===== config.mk =====
export PLATFORM = sky130hd
export DESIGN_NAME = sdram_init_seq
export DESIGN_NICKNAME = d
export VERILOG_FILES = /design/src/rtl/sdram_init_pkg.sv /design/src/rtl/sdram_init_timer.sv /design/src/rtl/sdram_row_scan.sv /design/src/rtl/sdram_mode_addr.sv /design/src/rtl/sdram_init_seq.sv
export SDC_FILE = /design/constraint.sdc
export NUM_CORES = 1
export LEC_CHECK = 0
export ABC_AREA = 0
export BUFFER_PORTS_ARGS = -buffer_cell sky130_fd_sc_hd__buf_4
export CAP_MARGIN = 10
export CELL_PAD_IN_SITES_DETAIL_PLACEMENT = 0
export CELL_PAD_IN_SITES_GLOBAL_PLACEMENT = 1
export CORE_MARGIN = 2
export CORE_UTILIZATION = 25
export DETAILED_ROUTE_END_ITERATION = 8
export PLACE_DENSITY = 0.58
export SYNTH_ARGS = -nofsm -noshare
export SYNTH_HDL_FRONTEND = slang
export SYNTH_SLANG_ARGS = --single-unit
export TNS_END_PERCENT = 20

===== constraint.sdc =====
create_clock -name clk -period 4.69 [get_ports clk]
set_input_delay 0.469 -clock clk [delete_from_list [all_inputs] [get_ports clk]]
set_output_delay 0.469 -clock clk [all_outputs]
set_load 0.005 [all_outputs]

===== src/rtl/sdram_init_pkg.sv =====
// Shared types for the SDRAM initialization sequencer.
// Assumes a 3-bit command mode field whose encoding is fixed by the memory controller.
package sdram_init_pkg;

    typedef enum logic [2:0] {
        SD_CMD_NORMAL = 3'b000,
        SD_CMD_NOP    = 3'b001,
        SD_CMD_PREALL = 3'b010,
        SD_CMD_MRS    = 3'b011,
        SD_CMD_CBR    = 3'b100
    } sd_cmd_e;

    typedef enum logic [3:0] {
        ST_IDLE,
        ST_PWR,
        ST_NOP_ISS,
        ST_NOP_WT,
        ST_PRE_ISS,
        ST_PRE_WT,
        ST_CBR_ISS,
        ST_CBR_WT,
        ST_MRS_ISS,
        ST_MRS_WT,
        ST_DONE
    } seq_state_e;

endpackage


===== src/rtl/sdram_init_timer.sv =====
// Down-counting delay timer.
// Loading N-1 makes expired_o true on the N-th cycle after the load edge.
// Assumes the owner never loads while also waiting on expiry in the same state.
module sdram_init_timer #(
    parameter int CNT_W = 8
) (
    input  logic             clk,
    input  logic             rst_n,
    input  logic             load_i,
    input  logic [CNT_W-1:0] load_val_i,
    output logic             expired_o
);

    logic [CNT_W-1:0] cnt_q;

    // Load a new delay or count down toward zero.
    always_ff @(posedge clk) begin
        if (!rst_n) begin
            cnt_q <= '0;
        end else if (load_i) begin
            cnt_q <= load_val_i;
        end else if (cnt_q != '0) begin
            cnt_q <= cnt_q - 1'b1;
        end
    end

    assign expired_o = (cnt_q == '0);

endmodule


===== src/rtl/sdram_row_scan.sv =====
// Finds the lowest populated row at or above a scan pointer.
// It also reports whether that row is the last populated one.
// Purely combinational. Assumes scan_i ranges from 0 to ROWS.
module sdram_row_scan #(
    parameter int ROWS   = 8,
    parameter int IDX_W  = $clog2(ROWS),
    parameter int SCAN_W = $clog2(ROWS + 1)
) (
    input  logic [ROWS-1:0]   row_pop_i,
    input  logic [SCAN_W-1:0] scan_i,
    output logic              found_o,
    output logic [IDX_W-1:0]  row_o,
    output logic              last_o
);

    // Priority search for the first candidate row and any later one.
    always_comb begin
        found_o = 1'b0;
        row_o   = '0;
        last_o  = 1'b1;
        for (int i = 0; i < ROWS; i++) begin
            if (row_pop_i[i] && (SCAN_W'(i) >= scan_i)) begin
                if (!found_o) begin
                    found_o = 1'b1;
                    row_o   = IDX_W'(i);
                end else begin
                    last_o  = 1'b0;
                end
            end
        end
    end

endmodule


===== src/rtl/sdram_mode_addr.sv =====
// Forms the mode-register address word for one row.
// The lower half of the rows gets the base word for the chosen CAS latency.
// The upper half gets that word with the board-inverted bits flipped.
module sdram_mode_addr #(
    parameter int          ROWS      = 8,
    parameter int          IDX_W     = $clog2(ROWS),
    parameter int          ADDR_W    = 13,
    parameter logic [12:0] BASE_CL3  = 13'h01D0,
    parameter logic [12:0] BASE_CL2  = 13'h0150,
    parameter logic [12:0] FLIP_MASK = 13'h1FF8
) (
    input  logic              cas2_i,
    input  logic [IDX_W-1:0]  row_i,
    output logic [ADDR_W-1:0] addr_o
);

    localparam int HALF = ROWS / 2;

    logic [ADDR_W-1:0] base;

    // Pick the base word, then invert for the upper row half.
    always_comb begin
        base   = cas2_i ? ADDR_W'(BASE_CL2) : ADDR_W'(BASE_CL3);
        addr_o = (int'(row_i) >= HALF) ? (base ^ ADDR_W'(FLIP_MASK)) : base;
    end

endmodule


===== src/rtl/sdram_init_seq.sv =====
// SDRAM power-up initialization sequencer (top).
// Steps: power wait, NOP, precharge-all, CBR_COUNT refreshes, mode-register set, normal.
// Each command is issued to every populated row on consecutive cycles, then the step's wait runs.
// Assumes row_pop_i and cas2_i stay stable while a sequence is running, and every wait is >= 1.
module sdram_init_seq
    import sdram_init_pkg::*;
#(
    parameter int ROWS         = 8,
    parameter int ADDR_W       = 13,
    parameter int PWR_CYC      = 200,
    parameter int NOP_WAIT_CYC = 200,
    parameter int TRP_CYC      = 3,
    parameter int TRC_CYC      = 3,
    parameter int MRS_WAIT_CYC = 2,
    parameter int CBR_COUNT    = 8,
    localparam int IDX_W       = $clog2(ROWS)
) (
    input  logic              clk,
    input  logic              rst_n,
    input  logic              start_i,
    input  logic              cas2_i,
    input  logic [ROWS-1:0]   row_pop_i,
    output logic [2:0]        cmd_o,
    output logic              cmd_vld_o,
    output logic [IDX_W-1:0]  cs_idx_o,
    output logic [ADDR_W-1:0] mode_addr_o,
    output logic              refresh_en_o,
    output logic              done_o
);

    localparam int SCAN_W  = $clog2(ROWS + 1);
    localparam int MAX_A   = (PWR_CYC > NOP_WAIT_CYC) ? PWR_CYC : NOP_WAIT_CYC;
    localparam int MAX_B   = (TRP_CYC > TRC_CYC) ? TRP_CYC : TRC_CYC;
    localparam int MAX_C   = (MAX_B > MRS_WAIT_CYC) ? MAX_B : MRS_WAIT_CYC;
    localparam int MAX_WT  = (MAX_A > MAX_C) ? MAX_A : MAX_C;
    localparam int CNT_W   = $clog2(MAX_WT + 1);
    localparam int CBR_W   = $clog2(CBR_COUNT + 1);

    seq_state_e        state_q, state_d;
    logic [SCAN_W-1:0] scan_q, scan_d;
    logic [CBR_W-1:0]  cbr_q, cbr_d;
    logic              tmr_ld;
    logic [CNT_W-1:0]  tmr_val;
    logic              tmr_exp;
    logic              found, last;
    logic [IDX_W-1:0]  row;
    logic [ADDR_W-1:0] row_addr;
    logic              issuing;
    seq_state_e        iss_next;
    logic [CNT_W-1:0]  iss_len;

    sdram_init_timer #(.CNT_W(CNT_W)) u_timer (
        .clk        (clk),
        .rst_n      (rst_n),
        .load_i     (tmr_ld),
        .load_val_i (tmr_val),
        .expired_o  (tmr_exp)
    );

    sdram_row_scan #(.ROWS(ROWS), .IDX_W(IDX_W), .SCAN_W(SCAN_W)) u_scan (
        .row_pop_i (row_pop_i),
        .scan_i    (scan_q),
        .found_o   (found),
        .row_o     (row),
        .last_o    (last)
    );

    sdram_mode_addr #(.ROWS(ROWS), .IDX_W(IDX_W), .ADDR_W(ADDR_W)) u_maddr (
        .cas2_i (cas2_i),
        .row_i  (row),
        .addr_o (row_addr)
    );

    // Next-state logic: start handling, waits, and the per-row issue walk.
    always_comb begin
        state_d  = state_q;
        scan_d   = scan_q;
        cbr_d    = cbr_q;
        tmr_ld   = 1'b0;
        tmr_val  = '0;
        issuing  = 1'b0;
        iss_next = state_q;
        iss_len  = '0;
        case (state_q)
            ST_IDLE, ST_DONE: begin
                if (start_i) begin
                    state_d = ST_PWR;
                    tmr_ld  = 1'b1;
                    tmr_val = CNT_W'(PWR_CYC - 1);
                end
            end
            ST_PWR:    if (tmr_exp) state_d = ST_NOP_ISS;
            ST_NOP_ISS: begin
                issuing  = 1'b1;
                iss_next = ST_NOP_WT;
                iss_len  = CNT_W'(NOP_WAIT_CYC - 1);
            end
            ST_NOP_WT: if (tmr_exp) state_d = ST_PRE_ISS;
            ST_PRE_ISS: begin
                issuing  = 1'b1;
                iss_next = ST_PRE_WT;
                iss_len  = CNT_W'(TRP_CYC - 1);
            end
            ST_PRE_WT: if (tmr_exp) state_d = ST_CBR_ISS;
            ST_CBR_ISS: begin
                issuing  = 1'b1;
                iss_next = ST_CBR_WT;
                iss_len  = CNT_W'(TRC_CYC - 1);
            end
            ST_CBR_WT: begin
                if (tmr_exp) begin
                    if (cbr_q == CBR_W'(CBR_COUNT - 1)) begin
                        cbr_d   = '0;
                        state_d = ST_MRS_ISS;
                    end else begin
                        cbr_d   = cbr_q + 1'b1;
                        state_d = ST_CBR_ISS;
                    end
                end
            end
            ST_MRS_ISS: begin
                issuing  = 1'b1;
                iss_next = ST_MRS_WT;
                iss_len  = CNT_W'(MRS_WAIT_CYC - 1);
            end
            ST_MRS_WT: if (tmr_exp) state_d = ST_DONE;
            default:   state_d = ST_IDLE;
        endcase

        if (issuing) begin
            if (!found || last) begin
                state_d = iss_next;
                scan_d  = '0;
                tmr_ld  = 1'b1;
                tmr_val = iss_len;
            end else begin
                scan_d  = SCAN_W'(row) + 1'b1;
            end
        end
    end

    // State, scan pointer and refresh counter registers.
    always_ff @(posedge clk) begin
        if (!rst_n) begin
            state_q <= ST_IDLE;
            scan_q  <= '0;
            cbr_q   <= '0;
        end else begin
            state_q <= state_d;
            scan_q  <= scan_d;
            cbr_q   <= cbr_d;
        end
    end

    // Command mode held for the whole step, including its wait.
    always_comb begin
        case (state_q)
            ST_NOP_ISS, ST_NOP_WT: cmd_o = SD_CMD_NOP;
            ST_PRE_ISS, ST_PRE_WT: cmd_o = SD_CMD_PREALL;
            ST_CBR_ISS, ST_CBR_WT: cmd_o = SD_CMD_CBR;
            ST_MRS_ISS, ST_MRS_WT: cmd_o = SD_CMD_MRS;
            default:               cmd_o = SD_CMD_NORMAL;
        endcase
    end

    // Issue strobe, row select and mode address for the current issue cycle.
    always_comb begin
        cmd_vld_o   = issuing && found;
        cs_idx_o    = cmd_vld_o ? row : '0;
        mode_addr_o = (cmd_vld_o && state_q == ST_MRS_ISS) ? row_addr : '0;
    end

    assign done_o       = (state_q == ST_DONE);
    assign refresh_en_o = (state_q == ST_DONE);

endmodule


==> impl_metrics.py, run 1 <==
metrics = {
    "status": {
        "status": "finished, final reports clean",
    },
    "critical_path": {
        "crit_path_end_kind": "primary output",
        "startpoint": "scan_q[1]",
        "r2r_start": "scan_q[1]",
        "rrSetupSlack_ns": 2.28,
        "worstPathArrival_ns": 2.28,
        "start_kind": "register",
        "cp_max_fo": 9,
        "cp.required_ns": 4.22,
        "path_class": "reg2out",
    },
    "drt": {
        "wl_per_cell_microns": 12.27,
        "num_vias": 1464,
        "avgViaCountPerCell": 4.880,
        "drc": 0,
        "routed_wl_microns": 3681,
        "ant_nets": 0,
        "first_pass_iters": 4,
        "drtIter0Drc": 25,
    },
    "power_and_ir_drop": {
        "power.static_leakage_nw": 0.7171,
        "p_seq_share_pct": 42.0,
        "ir_drop_uv": 115.9,
        "p_int_uw": 394.7,
        "clockPowerShare_pct": 19.7,
        "p_sw_share_pct": 37.41,
        "p_switching_uw": 235.9,
        "pwr_density_cell_mw_per_mm2": 343.8,
        "combPwrFrac_pct": 38.3,
    },
    "placement": {
        "port-buffer-count": 30,
        "dpl_worst_slack_ns": 2.136,
        "gp_congestion": 0.7801,
        "place_hpwl_microns": 2788,
        "dpl_cell_area_sq_mm": 0.001789,
    },
    "timing": {
        "min_period_over_period_pct": 58.72,
        "setup_viol": 0,
        "clock.fmax_mhz": 363.1,
        "fin_ws_ns": 1.936,
        "fin_tns_setup_ns": 0,
        "fin_crit_ns": 2.754,
        "final.setup_skew_ns": 0.001680,
        "drv_slew": 0,
        "slew_headroom_pct": 59.19,
        "hold_viol_final": 0,
        "hold-worst-slack_ns": 0.4847,
        "rsz0062_at_grt": "no",
        "worst_pin_slew_ns": 0.6075,
    },
    "clock_network": {
        "clock_latency_ns": 0.26,
        "post_cts_buffers": 0,
        "clock-sinks": 23,
        "root_buffer": "clkbuf_8",
        "numCtsBuffers": 3,
        "ctsResizeCount": 0,
        "htree_num_levels": 1,
        "clk_pin_slew_ns": 0.08,
        "holdBufCountCts": 0,
        "cts_tree": "done",
        "clockBufferDepth": 2,
    },
    "synth": {
        "synth_async_sr_flop_share_pct": 0,
        "synthFlopType": "dfxtp_1",
        "yosys.area_share.simple_pct": 28.41,
        "synth_edf_count": 0,
        "ys_types": 54,
        "synth_compound_area_share_pct": 24.39,
        "synth_area_per_cell_sq_um": 7.658,
        "yosysSeqAreaShare_pct": 29.04,
        "synth-seq-cells": 23,
        "synthAdderAreaFrac_pct": 2.368,
        "syn_area_sq_mm": 0.001585,
        "synth_warnings": 0,
        "synth-xor-area-share_pct": 3.315,
        "postSynthCellCount": 207,
        "synthMuxAreaShare_pct": 1.973,
        "synth_top_family_by_area": "simple AND/OR/NAND/NOR gates",
    },
    "grt": {
        "grt_use_total_pct": 10.92,
        "antenna_found_initial": 0,
        "grt_pass1_wl_microns": 6389,
        "grt_pass1_vias": 1354,
        "grt_max_degree": 14,
        "grt_overflow": 0,
    },
    "die": {
        "num_rows": 29,
        "die_h_microns": 83.63,
        "design.die.area_sq_mm": 0.006994,
        "core_area_sq_mm": 0.006241,
        "io-pin-count": 34,
        "die_x_microns": 83.63,
        "initial_core_util_pct": 25.40,
    },
    "final_layout": {
        "final_util_pct": 29.39,
        "nets": 239,
        "design_area_sq_mm": 0.001834,
        "n_antenna_cell": 0,
        "drive_gt1_share_pct": 18.83,
        "area_growth_pct": 15.71,
    },
    "flow_run": {
        "maxCapViolCount": 0,
    },
    "hold_path": {
        "hold_start": "cbr_q[3]",
        "hold_class": "reg2reg",
    },
}
[per-layer routing]
metal  up-vias  GRT usage, %  routed length (microns)
met4         0         4.545                       53
li1        765             -                        -
met1       656         15.05                     1876
met3         5         1.780                      181
met2        38         16.87                     1569
met5         -             0                        0
[flip-flops by register name, summed over array words and instances (netlist names)]
name and flops:
cmd_o 3, scan_q 4, cbr_q 4, state_q 4, u_timer.cnt_q 8
[power by group through the flow]
stage	sequential, mW	combinational [mW]	clock (mW)
floorplan	0.252	0.207	0
global placement	0.270	0.246	0
detailed placement	0.268	0.242	0
CTS	0.264	0.244	0.133
global route	0.272	0.276	0.141
finish	0.265	0.241	0.124
[Yosys cell counts (3+ instances only)]
cell       n  area [sq um]
dfxtp_1   23         460.4
nor2b_1    5         31.28
a21boi_0   4         30.03
ha_1       3         37.54
or3_1      3         18.77
xnor2_1    4         35.03
nor3b_1    3         22.52
nand3b_1   5         37.54
a21oi_1   15         75.07
clkbuf_1   6         22.52
nor3_1    10         50.05
nand2_1   15         56.30
nor2_1    21         78.83
o21ai_0    9         45.04
nand3_1    9         45.04
inv_1     10         37.54
buf_4     13         97.59
and2_1     4         25.02
[worst paths after layout]
| path | to | depth (start not counted) |
|---|---|---|
| setup / recovery | mode_addr_o[7] | 7 |
| hold / removal | cbr_q[3] | 2 |
| setup reg to reg | scan_q[2] | 10 |
| hold reg to reg | cbr_q[3] | 2 |
[area by class of cell]
type	instances	area, sq um
multi-input combinational	156	969.7
inverter	10	37.54
timing repair buffer	30	225.2
sequential	23	460.4
clock buffer	4	45.04
fill	706	4407
tap	77	96.34
[cells in the final DEF (no fill, tap or decap), types with 3 or more instances in the layout]
cell      netlist  final
a21boi_0        4      4
a21oi_1        15     15
and2_1          4      4
buf_4          13     30
clkbuf_8        0      3
conb_1          1      3
dfxtp_1        23     23
ha_1            3      3
inv_1          10     10
nand2_1        15     15
nand3_1         9      9
nand3b_1        5      5
nor2_1         21     21
nor2b_1         5      5
nor3_1         10     10
nor3b_1         3      3
o21ai_0         9      9
or3_1           3      3
xnor2_1         4      4
[through the flow]
stage                     cells  power [mW]
after CTS                   300      0.6414
after global placement      296      0.5160
after global routing        300      0.6882
after detailed placement    296      0.5106
final                       300      0.6306
after floorplan             209      0.4590
[cells by family after synthesis]
family | after synthesis
AOI/OAI and AO/OA | 55
xor gates and xnor gates | 6
adders and majority gates | 3
buffers and inverters | 30
DFF | 23
muxes | 3
other | 1
and+or+nand+nor | 86
[worst max-delay path, stage by stage (launching register included)]
cell and delay [ns]:
dfxtp_1 0.52, a21boi_1 0.17, o21ai_0 0.32, and2_1 0.25
nand2_1 0.10, nor2_1 0.33, mux2_2 0.23, buf_4 0.10
No activity file was read; power rests on OpenSTA's default activity.
==> inputs of run 2 (changes only) <==
--- a/config.mk
+++ b/config.mk
@@ -5,7 +5,7 @@
 export SDC_FILE = /design/constraint.sdc
 export NUM_CORES = 1
 export LEC_CHECK = 0
-export ABC_AREA = 0
+export ABC_AREA = 1
 export BUFFER_PORTS_ARGS = -buffer_cell sky130_fd_sc_hd__buf_4
 export CAP_MARGIN = 10
 export CELL_PAD_IN_SITES_DETAIL_PLACEMENT = 0
==> constraint.sdc (replaced) <==
create_clock -name clk -period 2.7 [get_ports clk]
set_input_delay 0.27 -clock clk [delete_from_list [all_inputs] [get_ports clk]]
set_output_delay 0.27 -clock clk [all_outputs]
set_load 0.005 [all_outputs]
==> impl_metrics.py, run 2 <==
metrics = {
    "status": {
        "status": "finished, final reports clean",
    },
    "power_and_ir_drop": {
        "ir_drop_uv": 331.2,
        "combPwrFrac_pct": 44.7,
        "power.static_leakage_nw": 0.9238,
        "p_int_uw": 722.1,
        "p_switching_uw": 494.9,
        "p_seq_share_pct": 37.8,
        "clockPowerShare_pct": 17.5,
        "p_sw_share_pct": 40.67,
        "pwr_density_cell_mw_per_mm2": 609.5,
    },
    "timing": {
        "clock.fmax_mhz": 432.1,
        "min_period_over_period_pct": 85.71,
        "slew_headroom_pct": 66.69,
        "fin_crit_ns": 2.314,
        "rsz0062_at_grt": "no",
        "setup_viol": 0,
        "fin_ws_ns": 0.3858,
        "worst_pin_slew_ns": 0.4951,
        "hold_viol_final": 0,
        "fin_tns_setup_ns": 0,
        "drv_slew": 0,
        "final.setup_skew_ns": 0.007360,
    },
    "critical_path": {
        "r2r_start": "u_timer.cnt_q[0]",
        "crit_path_end_kind": "primary output",
        "startpoint": "scan_q[1]",
        "cp_slowest_cell": "dfxtp_1",
        "worstPathArrival_ns": 2.04,
        "critPathMaxStageDelay_ns": 0.47,
        "start_kind": "register",
        "path_class": "reg2out",
        "r2r-end": "cmd_o[0]",
        "cp.required_ns": 2.43,
        "reg2regPathDepth": 13,
        "crit_top_cell": "nor2_1",
        "rrSetupSlack_ns": 0.83,
        "worstPathCellList": "nor2_1 -> nand3_2 -> nand2_2 -> inv_2 -> nand2_1 -> nor2_1 -> inv_1 -> nor2_1 -> nand2_1 -> o31ai_1 -> buf_4",
        "cp-endpoint": "mode_addr_o[7]",
        "cp_max_fo": 7,
    },
    "drt": {
        "drtIter0Drc": 55,
        "first_pass_iters": 4,
        "wl_per_cell_microns": 11.03,
        "drc": 0,
        "num_vias": 1583,
        "ant_nets": 0,
        "routed_wl_microns": 3917,
        "avgViaCountPerCell": 4.459,
    },
    "synth": {
        "synth_area_leaders": "dfxtp_1, nand2_1, nor2_1, inv_1, buf_4",
        "synth_top_area_share_pct": 26.94,
        "synthFlopType": "dfxtp_1",
        "synth_area_per_cell_sq_um": 6.782,
        "synth_async_sr_flop_share_pct": 0,
        "ys_types": 38,
        "synth-seq-cells": 23,
        "postSynthCellCount": 252,
        "yosysMostFrequentCell": "nand2_1",
        "synth_warnings": 0,
        "syn_area_sq_mm": 0.001709,
        "yosysSeqAreaShare_pct": 26.94,
        "synth_largest_area_cell": "dfxtp_1",
        "synth_edf_count": 0,
        "synthTopCellsByCount": "nand2_1, nor2_1, inv_1, dfxtp_1, nand3_1",
    },
    "clock_network": {
        "clockBufferDepth": 2,
        "ctsResizeCount": 0,
        "holdBufCountCts": 0,
        "post_cts_buffers": 0,
        "cts_tree": "done",
        "clock-sinks": 23,
        "clk_pin_slew_ns": 0.08,
        "clock_latency_ns": 0.27,
        "numCtsBuffers": 3,
        "root_buffer": "clkbuf_8",
        "htree_num_levels": 1,
    },
    "placement": {
        "gp_congestion": 0.8063,
        "dpl_worst_slack_ns": 0.6577,
        "place_hpwl_microns": 3241,
        "port-buffer-count": 30,
    },
    "die": {
        "design.die.area_sq_mm": 0.007514,
        "die_h_microns": 86.69,
        "io-pin-count": 34,
        "initial_core_util_pct": 25.44,
        "die_x_microns": 86.69,
        "core_area_sq_mm": 0.006719,
        "num_rows": 30,
    },
    "grt": {
        "antenna_found_initial": 0,
        "grt_max_degree": 14,
        "grt_pass1_wl_microns": 6748,
        "grt_use_total_pct": 11.22,
        "grt_pass1_vias": 1526,
        "grt_overflow": 0,
    },
    "final_layout": {
        "fill_cells": 740,
        "seqCellArea_sq_um": 460.4,
        "nets": 291,
        "largest_reg_flops": 8,
        "top_register": "u_timer.cnt_q",
        "drive_gt1_share_pct": 28.00,
        "most-common-layout-cells": "nand2_1, nor2_1, buf_4, inv_1, dfxtp_1",
        "area_growth_pct": 16.84,
        "final_common_cell": "nand2_1",
        "n_antenna_cell": 0,
        "multi_input_area_sq_mm": 0.001044,
    },
    "hold_path": {
        "hold_class": "in2reg",
    },
    "flow_run": {
        "maxCapViolCount": 0,
    },
}
==> run 2: routing by layer <==
metal  up-vias  global-route usage (%)  wire length [microns]
met5         -                       0                      0
met4         0                   2.557                     38
met3         6                   2.667                    171
met2        28                   19.79                   1948
met1       703                   13.77                   1759
li1        846                       -                      -
==> run 2: power by group through the flow <==
stage / Combinational (mW) / Clock (mW) / Sequential, mW
after floorplan: 0.452 / 0 / 0.451
after global placement: 0.556 / 0 / 0.470
after detailed placement: 0.549 / 0 / 0.466
after CTS: 0.553 / 0.227 / 0.459
after global routing: 0.628 / 0.241 / 0.466
final: 0.544 / 0.213 / 0.460
==> run 2: cell families (layout without fill, tap and decap cells) <==
kind of cell,count (synthesis),after routing,synth area share (%)
flops,23,23,26.94
fa+ha+maj,3,3,2.196
compound gates,30,30,10.76
simple gates,142,142,43.34
buf+inv,45,66,12.44
xor+xnor,8,8,4.100
other cells,1,3,0.2194
==> run 2: how the worst min path moves through the flow <==
stage             start               end  slack [ns]  cells past startpoint
5_1_grt           rst_n  u_timer.cnt_q[1]        0.30                      3
6_report          rst_n  u_timer.cnt_q[1]        0.28                      3
3_3_place_gp   cbr_q[3]          cbr_q[3]        0.47                      2
2_1_floorplan     rst_n          cbr_q[2]        0.39                      2
4_1_cts           rst_n  u_timer.cnt_q[1]        0.28                      3
3_5_place_dp   cbr_q[3]          cbr_q[3]        0.47                      2
==> run 2: metrics by stage <==
step	area, sq um	hold WS (ns)	power [mW]	std cells	util, %
2_1_floorplan	1717	0.3931	0.9031	254	-
3_3_place_gp	1951	0.4678	1.026	351	29.03
3_5_place_dp	1951	0.4675	1.015	351	29.03
4_1_cts	1997	0.2786	1.239	355	29.72
5_1_grt	1997	0.2983	1.336	355	29.72
6_report	1997	0.2844	1.217	355	29.72
==> run 2: cell type report <==
| type | instances | area share [%] |
|---|---|---|
| Clock inverter | 1 | 0.2506 |
| Timing Repair Buffer | 30 | 11.28 |
| Inverter | 32 | 6.078 |
| Tap cell | 80 | 5.013 |
| Clock buffer | 3 | 2.068 |
| Multi-Input combinational cell | 186 | 52.26 |
| Sequential cell | 23 | 23.06 |
==> run 2: critical path: cells and delay by family, from the launching register on <==
kind,cells,cell delay [ns]
buf+inv,3,0.29
flops,1,0.47
compound gates,1,0.08
simple gates,7,0.94
